## src/rtl/carry_gate_unit.sv

```systemverilog
module carry_gate_unit (
  input  logic       clk,
  input  logic       rst_n,
  input  logic [1:0] op_class,
  input  logic       fixed_cin,
  input  logic       alu_cout,
  input  logic       mode_wr,
  input  logic       mode_wr_data,
  input  logic       carry_set,
  output logic       alu_cin,
  output logic       carry_flag
);

  localparam logic [1:0] CLS_OTHER  = 2'b00;
  localparam logic [1:0] CLS_ADD    = 2'b01;
  localparam logic [1:0] CLS_SUB    = 2'b10;
  localparam logic [1:0] CLS_BRANCH = 2'b11;

  logic mode_q;
  logic carry_q;
  logic is_add, is_sub, is_arith, mode_kill, live;

  assign is_add    = (op_class == CLS_ADD);
  assign is_sub    = (op_class == CLS_SUB);
  assign is_arith  = is_add | is_sub;
  assign mode_kill = mode_wr & ~mode_wr_data;
  assign live      = mode_q & ~mode_kill;

  always_comb begin
    if (is_arith)
      alu_cin = mode_q ? carry_q : is_sub;
    else
      alu_cin = fixed_cin;
  end

  always_ff @(posedge clk) begin
    if (!rst_n) begin
      mode_q  <= 1'b0;
      carry_q <= 1'b0;
    end else begin
      if (mode_wr)
        mode_q <= mode_wr_data;
      if (!live)
        carry_q <= 1'b0;
      else if (carry_set)
        carry_q <= 1'b1;
      else if (is_arith)
        carry_q <= alu_cout;
    end
  end

  assign carry_flag = carry_q;

  a_r5_off_flag_zero: assert property (@(posedge clk) disable iff (!rst_n)
    !mode_q |-> !carry_flag);

  a_r4_fixed_cin: assert property (@(posedge clk) disable iff (!rst_n)
    (op_class == CLS_OTHER || op_class == CLS_BRANCH) |-> alu_cin == fixed_cin);

  a_r6_capture: assert property (@(posedge clk) disable iff (!rst_n)
    (live && !carry_set && is_arith) |=> carry_flag == $past(alu_cout));

  a_r7_hold: assert property (@(posedge clk) disable iff (!rst_n)
    (live && !carry_set && !is_arith) |=> $stable(carry_flag));

  a_r8_set: assert property (@(posedge clk) disable iff (!rst_n)
    (live && carry_set) |=> carry_flag);

  a_r9_kill_clears: assert property (@(posedge clk) disable iff (!rst_n)
    mode_kill |=> !carry_flag);

endmodule

```

## config.mk

```make
export PLATFORM = sky130hd
export DESIGN_NAME = carry_gate_unit
export DESIGN_NICKNAME = d
export VERILOG_FILES = /design/src/rtl/carry_gate_unit.sv
export SDC_FILE = /design/constraint.sdc
export NUM_CORES = 1
export LEC_CHECK = 0
export BUFFER_PORTS_ARGS = -buffer_cell sky130_fd_sc_hd__buf_4
export CAP_MARGIN = 20
export CORE_AREA = 2 2 39 41
export DETAILED_ROUTE_END_ITERATION = 16
export DIE_AREA = 0 0 41 43
export PLACE_DENSITY = 0.36
export SYNTH_ARGS = -nofsm -noshare
export SYNTH_HDL_FRONTEND = slang
export SYNTH_SLANG_ARGS = --single-unit
```

## constraint.sdc

```tcl
create_clock -name clk -period 3.2 [get_ports clk]
set_clock_uncertainty 0.2 [all_clocks]
set_input_delay 0.16 -clock clk [delete_from_list [all_inputs] [get_ports clk]]
set_output_delay 0.16 -clock clk [all_outputs]
set_load 0.01 [all_outputs]
```

==> results of run 1 <==
## synth_stat cells (all sizes together)
cell type  count
o2111a         1
mux2           1
nand2b         1
inv            1
o21ai          1
mux2i          2
ha             1
nor2b          1
nand2          1
dfxtp          2
## cells in the final DEF (no fill, tap or decap)
master         Yosys  layout
mux2_1             1       1
o21ai_0            1       1
nand2b_1           1       1
ha_1               1       1
buf_4              0      10
clkbuf_4           0       3
dfxtp_1            2       2
inv_1              1       1
o2111a_1           1       1
nor2b_1            1       1
dlygate4sd3_1      0       1
nand2_1            1       1
mux2i_1            2       2
## worst min-delay path, delay by kind of cell
family,cells,cell delay (ns)
simple gates,1,0.09
mux,1,0.06
buf+inv,1,0.08
## power groups by stage
stage / sequential, mW / clock [mW] / combinational (mW)
finish: 0.0272 / 0.0545 / 0.0202
global route: 0.0275 / 0.0620 / 0.0226
CTS: 0.0272 / 0.0581 / 0.0203
detailed placement: 0.0275 / 0 / 0.0192
global placement: 0.0274 / 0 / 0.0187
floorplan: 0.0274 / 0 / 0.00724
## layer usage
metal	GRT usage [%]	vias to the layer above	part of all wire, %
met1	6.39	60	47
met3	7.33	2	22
met4	6.00	0	1.6
met2	6.25	11	29
li1	-	72	-
met5	0	-	0
## state kept, by name, summed over array words and instances (netlist names)
register,cells
mode_q,1
carry_flag,1
## cell families after synthesis
| family | count (synthesis) |
|---|---|
| mux | 3 |
| buf+inv | 1 |
| fa+ha+maj | 1 |
| simple gates | 3 |
| compound gates | 2 |
| flops | 2 |
## worst max path at each step
stage / start / to / slack [ns]
2_1_floorplan: op_class[0] / carry_flag / 1.88
3_3_place_gp: op_class[1] / carry_flag / 1.77
3_5_place_dp: op_class[1] / carry_flag / 1.75
4_1_cts: mode_q / alu_cin / 1.78
5_1_grt: mode_q / alu_cin / 1.68
6_report: mode_q / alu_cin / 1.78
## area by class of cell
cell class                      instances  area, sq um
Tap cell                               16         20.0
Multi-Input combinational cell          9         76.3
Clock buffer                            3         22.5
Timing Repair Buffer                   11         85.1
Fill cell                             150         1140
Sequential cell                         2         40.0
Inverter                                1         3.75
## metrics by stage
stage | std cells | worst slack, ns
after floorplan | 12 | 1.88
after global placement | 38 | 1.77
after detailed placement | 38 | 1.75
after CTS | 42 | 1.78
after global routing | 42 | 1.68
final | 42 | 1.78
## timing repair
| item | 4_1_cts | 5_1_grt |
|---|---|---|
| hold buffers | 1 | 0 |
| hold endpoints to repair | 2 | 0 |
| buffers inserted | 0 | 0 |
==> out/metrics.cfg, run 1 <==
[power]
sw_frac_of_total_pct = 20.8
power_switching_mw = 0.0212
p_comb_share_pct = 19.8
seqPwrFrac_pct = 26.7
p_leak_nw = 0.122
p_int_mw = 0.0806
finalPower_mw = 0.102
powerDensity_nw_per_um2 = 411
pwr-share-clk_pct = 53.5
ir_drop_mv = 0.125

[timing]
layout_worst_path_cycle_share_pct = 44.4
setup_tns_ns = 0
clock.fmax_mhz = 704
hold_slack_ns = 0.0128
finalSetupViolCount = 0
slew_viol_final = 0
final-hold-violation-count = 0
rsz0062_at_grt = false
slew_headroom_pct = 83.2
timing.final.crit_period_ns = 1.42
tightestPinTransition_ns = 0.249

[finish]
area_growth_pct = 106
drive_gt1_share_pct = 50.0
final_area_sq_um = 248
nNetsFinal = 38
fin_util_pct = 17.9
diodes = 0

[synth]
yosysSeqAreaShare_pct = 33.3
yosysWarnings = 0
synth-simple-area-share_pct = 13.5
syn_inst = 12
yosysTopAreaCell = dfxtp_1
synth_compound_area_share_pct = 13.5
netlist_area_sq_um = 120
ys_top_cells_by_area = dfxtp_1, mux2i_1, ha_1
synth_adder_area_share_pct = 10.4
synthXorXnorAreaFrac_pct = 0
synth_top_area_share_pct = 33.3
avgSynthCellArea_sq_um = 10.0
synth.area.mux_share_pct = 26.0
synth_fp_nets = 22
synth_top_family_by_area = multiplexers
ys_seq_elements = 2
ys_types = 10

[die]
rows = 14
start_util_pct = 8.68
io_pins = 11
die_h_um = 43
core_sq_um = 1380
die_x_um = 41
dieArea_sq_um = 1760

[route]
wire_per_inst_um = 8.93
dr.first_iter.drc_count = 2
drc = 0
drt-total-wl_um = 375
vias_per_cell = 3.45
vias = 145
final_antenna_net_count = 0
dr.pass1.iters = 2

[clocking]
cts-resized-gates = 0
cts_max_level = 1
cts_tree = yes
numCtsBuffers = 3
clock_sinks = 2
insertion_delay_ns = 0.22
clk_pin_slew_worst_paths_ns = 0.03
clock_path_buffers = 2
cts-root-buf = clkbuf_4

[worst_setup_path]
worstSetupPathDepth = 3
cp.arrival_ns = 1.06
crit_path_cell_trace = mux2i_1 -> o21ai_0 -> buf_4
critical_path.slowest_cell = dfxtp_1
cp_max_fo = 3
reg2reg_from = carry_flag
crit_required_ns = 2.84
start_kind = register
r2r_slack_ns = 2.06
slowest_delay_ns = 0.36
cp-end-kind = output port
cp_top_family = flip-flops
critPathBufInv = 1
worstReg2RegEnd = carry_flag
critPathKind = register to output port
r2r_cells = 2

[hold_path]
min-delay-start = mode_wr_data
whs_endpoint = mode_q
hold_depth = 3
hold_path_class = input port to register

[global_route]
grt_overflow = 0
track_usage_pct = 6.31
grt_pass1_vias = 160
grt_pass1_wl_um = 627
grt_start_max_net_pins = 4
antenna_found_initial = 0

[run_status]
outcome = complete, no violations

[flow_run]
cap_violations = 0

[placement]
dpl_cell_area_sq_um = 215
port_buffers = 10
gp_congestion = 0.638

(Power assumes the default switching activity.)
==> run 2, diff against run 1 <==
==> constraint.sdc (replaced) <==
create_clock -name clk -period 1.4 [get_ports clk]
set_clock_uncertainty 0.2 [all_clocks]
set_input_delay 0.07 -clock clk [delete_from_list [all_inputs] [get_ports clk]]
set_output_delay 0.07 -clock clk [all_outputs]
set_load 0.01 [all_outputs]
==> run 2 against run 1 <==
  * Via count is 5.5% higher
  * Global-route usage shrank 0.31 points
  * Combinational power rose to 2.6 times the previous value
  * Hold slack improved by 0.019 ns
  * Die area unchanged
  * Sequential power up 130%
  * Largest cell class unchanged
  * Routed wire length is 6.1% higher
  * Power is 140% higher
  * Clock-buffer cell count stayed put
  * Highest routed layer unchanged
==> out/metrics.cfg, run 2 (same netlist as run 1, synthesis figures left out) <==
[route]
drt-total-wl_um = 398  ; +6.1%
vias_per_cell = 3.40  ; -1.5%
vias = 153  ; +5.5%
dr.pass1.iters = 4  ; +2
final_antenna_net_count = 0  ; unchanged
dr.first_iter.drc_count = 2  ; unchanged
drc = 0  ; unchanged
wire_per_inst_um = 8.84  ; -0.94%

[clocking]
cts_max_level = 1  ; unchanged
numCtsBuffers = 3  ; unchanged
clock_path_buffers = 2  ; unchanged
cts-root-buf = clkbuf_4
clock_sinks = 2  ; unchanged
clk_pin_slew_worst_paths_ns = 0.03  ; about the same
cts-resized-gates = 0  ; unchanged
cts_setup_buffers = 0  ; unchanged
insertion_delay_ns = 0.22  ; about the same
hold_buffers = 4  ; +3
cts_tree = yes

[timing]
tightestPinTransition_ns = 0.193  ; -0.0556 ns
timing.final.crit_period_ns = 1.29
slew_headroom_pct = 87.0  ; +3.7 points
setup_tns_ns = 0  ; unchanged
finalSetupViolCount = 0  ; unchanged
hold_slack_ns = 0.0319  ; +0.0191 ns
slew_viol_final = 0  ; unchanged
final-hold-violation-count = 0  ; unchanged
clock.fmax_mhz = 778
layout_worst_path_cycle_share_pct = 91.8
rsz0062_at_grt = false

[power]
powerDensity_nw_per_um2 = 862  ; +110%
power_switching_mw = 0.0497  ; +130%
ir_drop_mv = 0.311  ; +150%
sw_frac_of_total_pct = 20.8  ; -0.037 points
p_leak_nw = 0.135  ; +10%
p_int_mw = 0.190  ; +140%
pwr-share-clk_pct = 52.2  ; -1.3 points
p_comb_share_pct = 21.8  ; +2.0 points
seqPwrFrac_pct = 26.0  ; -0.7 points

[finish]
final_cells = 45  ; +7.1%
area_growth_pct = 131
final_cell_mix = buf_4, dlygate4sd3_1, clkbuf_4
nNetsFinal = 41  ; +7.9%
drive_gt1_share_pct = 44.8  ; -5.2 points
final_common_cell = buf_4
diodes = 0  ; unchanged

[die]
die_x_um = 41  ; unchanged
core_sq_um = 1380  ; unchanged
dieArea_sq_um = 1760  ; unchanged
rows = 14  ; unchanged
die_h_um = 43  ; unchanged
io_pins = 11  ; unchanged
start_util_pct = 8.68  ; unchanged

[global_route]
grt_pass1_vias = 153  ; -4.4%
antenna_found_initial = 0  ; unchanged
grt_overflow = 0  ; unchanged
grt_start_max_net_pins = 4  ; unchanged
track_usage_pct = 6.01  ; -0.31 points
grt_pass1_wl_um = 593  ; -5.4%

[worst_setup_path]
cp-end-kind = output port
cp_max_fo = 3  ; unchanged
critPathKind = register to output port
cp.arrival_ns = 1.02  ; -0.04 ns
start_kind = register
crit_required_ns = 1.13  ; -1.71 ns

[flow_run]
cap_violations = 0  ; unchanged

[run_status]
outcome = complete, no violations

[placement]
port_buffers = 10  ; unchanged
gp_congestion = 0.638  ; unchanged
dp.cells = 38  ; unchanged

[hold_path]
hold_path_class = input port to register

-- run 2: power by group through the flow --
| stage | Combinational, mW | Sequential [mW] | Clock, mW |
|---|---|---|---|
| 3_5_place_dp | 0.0442 | 0.0629 | 0 |
| 5_1_grt | 0.0581 | 0.0624 | 0.140 |
| 6_report | 0.0523 | 0.0622 | 0.125 |
| 2_1_floorplan | 0.0165 | 0.0627 | 0 |
| 3_3_place_gp | 0.0429 | 0.0627 | 0 |
| 4_1_cts | 0.0532 | 0.0621 | 0.135 |
-- run 2: critical path: stages (launching register included) --
cell     delay [ns]
dfxtp_1        0.36
mux2i_1        0.18
o21ai_0        0.10
buf_4          0.16
-- run 2: final timing paths --
| kind | to | depth (start not counted) | start | slack, ns |
|---|---|---|---|---|
| min reg2reg | carry_flag | 1 | mode_q | 0.30 |
| max reg2reg | carry_flag | 2 | carry_flag | 0.25 |
| max | alu_cin | 3 | mode_q | 0.11 |
| min | carry_flag | 3 | alu_cout | 0.03 |
-- run 2: routing by layer --
layer	vias to the layer above	share of wire, %	track usage [%]
met2	13	31	5.00
met4	0	1.5	8.00
li1	78	-	-
met3	2	19	5.24
met5	-	0	0
met1	60	48	7.01
-- run 2: through the flow --
stage / total power [mW] / utilization, % / setup slack (ns) / area [sq um]
floorplan: 0.0793 / - / 0.166 / 120
global placement: 0.106 / 15.6 / 0.0592 / 215
detailed placement: 0.107 / 15.6 / 0.0260 / 215
CTS: 0.250 / 20.1 / 0.105 / 278
global route: 0.260 / 20.1 / 0.0675 / 278
finish: 0.239 / 20.1 / 0.114 / 278
-- run 2: layout make-up --
| cell class | instances | area, sq um |
|---|---|---|
| well taps | 16 | 20.0 |
| flip-flops and latches | 2 | 40.0 |
| clock buffers | 3 | 22.5 |
| fillers | 148 | 1110 |
| repair buffers | 14 | 115 |
| multi-input cells | 9 | 76.3 |
| inverters | 1 | 3.75 |
==> run 3, diff against run 2 <==
--- a/config.mk
+++ b/config.mk
@@ -6,11 +6,12 @@
 export NUM_CORES = 1
 export LEC_CHECK = 0
 export BUFFER_PORTS_ARGS = -buffer_cell sky130_fd_sc_hd__buf_4
-export CAP_MARGIN = 20
+export CAP_MARGIN = 10
 export CORE_AREA = 2 2 39 41
 export DETAILED_ROUTE_END_ITERATION = 16
 export DIE_AREA = 0 0 41 43
 export PLACE_DENSITY = 0.36
+export RECOVER_POWER = 25
 export SYNTH_ARGS = -nofsm -noshare
 export SYNTH_HDL_FRONTEND = slang
 export SYNTH_SLANG_ARGS = --single-unit
==> run 3 against run 2 <==
  * Global-route usage is the same
  * Routed wire length grew 0.25%
  * Maximum frequency unchanged
  * Sequential share of layout area increased by 0.20 points
  * Sequential cell count unchanged
  * Non-clock buffer count did not move
  * Sequential power hardly changed
  * Setup slack stayed put
  * Highest routed layer unchanged
==> out/metrics.cfg, run 3 (same netlist as run 1, synthesis figures left out) <==
[die]
die_h_um = 43  ; unchanged
die_x_um = 41  ; unchanged
dieArea_sq_um = 1760  ; unchanged
core_sq_um = 1380  ; unchanged
rows = 14  ; unchanged
io_pins = 11  ; unchanged
start_util_pct = 8.68  ; unchanged

[worst_setup_path]
critPathBufInv = 1  ; unchanged
worstReg2RegEnd = carry_flag
crit_end = alu_cin
cp_top_family = flip-flops
startpoint = mode_q
r2r_cells = 2  ; unchanged
critical_path.slowest_cell = dfxtp_1
r2r_slack_ns = 0.25  ; about the same
reg2reg_from = carry_flag
cp_max_fo = 3  ; unchanged
crit_path_cell_trace = mux2i_1 -> o21ai_0 -> buf_4
cp-end-kind = output port
worstSetupPathDepth = 3  ; unchanged
crit_required_ns = 1.13  ; about the same
critPathKind = register to output port
cp.arrival_ns = 1.02  ; about the same
start_kind = register
slowest_delay_ns = 0.36  ; about the same

[route]
dr.first_iter.drc_count = 2  ; unchanged
drt-total-wl_um = 399  ; +0.25%
vias_per_cell = 3.40  ; unchanged
drc = 0  ; unchanged
vias = 153  ; unchanged
dr.pass1.iters = 4  ; unchanged
wire_per_inst_um = 8.87  ; +0.25%
final_antenna_net_count = 0  ; unchanged

[timing]
clock.fmax_mhz = 778  ; unchanged
slew_headroom_pct = 87.0  ; unchanged
final-hold-violation-count = 0  ; unchanged
tightestPinTransition_ns = 0.193  ; unchanged
layout_worst_path_cycle_share_pct = 91.8  ; unchanged
rsz0062_at_grt = false
setup_tns_ns = 0  ; unchanged
timing.final.crit_period_ns = 1.29  ; unchanged
finalSetupViolCount = 0  ; unchanged
slew_viol_final = 0  ; unchanged

[clocking]
clock_sinks = 2  ; unchanged
clock_path_buffers = 2  ; unchanged
cts_tree = yes
cts-resized-gates = 0  ; unchanged
clk_pin_slew_worst_paths_ns = 0.03  ; about the same
numCtsBuffers = 3  ; unchanged
cts-root-buf = clkbuf_4
insertion_delay_ns = 0.22  ; about the same
cts_max_level = 1  ; unchanged

[power]
ir_drop_mv = 0.311  ; about the same
p_leak_nw = 0.130  ; -3.1%
powerDensity_nw_per_um2 = 872  ; +1.1%
finalPower_mw = 0.239  ; -0.24%

[finish]
diodes = 0  ; unchanged
nNetsFinal = 41  ; unchanged
fin_util_pct = 19.8  ; -0.27 points
drive_gt1_share_pct = 41.4  ; -3.4 points
final_cell_mix = buf_4, dlygate4sd3_1, clkbuf_4
final_common_cell = buf_4
final_area_sq_um = 274  ; -1.4%
area_growth_pct = 128

[global_route]
grt_pass1_vias = 153  ; unchanged
track_usage_pct = 6.01  ; unchanged
grt_pass1_wl_um = 593  ; unchanged
grt_overflow = 0  ; unchanged
antenna_found_initial = 0  ; unchanged
grt_start_max_net_pins = 4  ; unchanged

[placement]
port_buffers = 10  ; unchanged
dpl_cell_area_sq_um = 215  ; unchanged
gp_congestion = 0.638  ; unchanged

[hold_path]
hold_path_class = input port to register

[run_status]
outcome = complete, no violations

[flow_run]
cap_violations = 0  ; unchanged

==> run 3: cell count changes in the layout (fill, tap and decap cells not counted) <==
cell      change
buf_4         -1
clkbuf_1      +1
==> run 3: per-stage QoR <==
step	worst slack (ns)	hold WS, ns	cells
2_1_floorplan	0.166	-0.00183	12
3_3_place_gp	0.0592	0.0986	38
3_5_place_dp	0.0260	0.104	38
4_1_cts	0.105	0.0295	45
5_1_grt	0.0675	0.0650	45
6_report	0.114	0.0319	45
==> run 3: per-layer routing <==
| layer | routed length, um | track usage [%] |
|---|---|---|
| met4 | 6 | 8.00 |
| met2 | 122 | 5.00 |
| met3 | 77 | 5.24 |
| met1 | 193 | 7.01 |
| met5 | 0 | 0 |
==> run 3: worst register-to-register path, stage by stage, from the launching register on <==
cell      delay (ns)
dfxtp_1         0.31
mux2_1          0.30
o2111a_1        0.23
==> run 3: worst min-delay path by stage <==
stage                     cells past startpoint     start  slack, ns         end
final                                         3  alu_cout       0.03  carry_flag
after floorplan                               1     rst_n     -0.002      mode_q
after global placement                        2     rst_n        0.1      mode_q
after CTS                                     3  alu_cout       0.03  carry_flag
after detailed placement                      2     rst_n       0.10      mode_q
after global routing                          3  alu_cout       0.06  carry_flag
==> run 3: area by class of cell <==
| class | count | area [sq um] |
|---|---|---|
| clock buffers | 3 | 22.5 |
| multi-input cells | 9 | 76.3 |
| fillers | 150 | 1110 |
| flip-flops and latches | 2 | 40.0 |
| repair buffers | 14 | 111 |
| inverters | 1 | 3.75 |
| well taps | 16 | 20.0 |
==> run 3: power breakdown <==
group / internal [mW] / switching (mW) / total [mW]
clock network: 0.0944 / 0.0307 / 0.125
registers: 0.0600 / 0.00218 / 0.0622
logic: 0.0348 / 0.0169 / 0.0517
==> run 3: repair_timing <==
action,4_1_cts,5_1_grt
endpoints found under the hold margin,2,0
hold buffers,4,0
buffers inserted,0,0
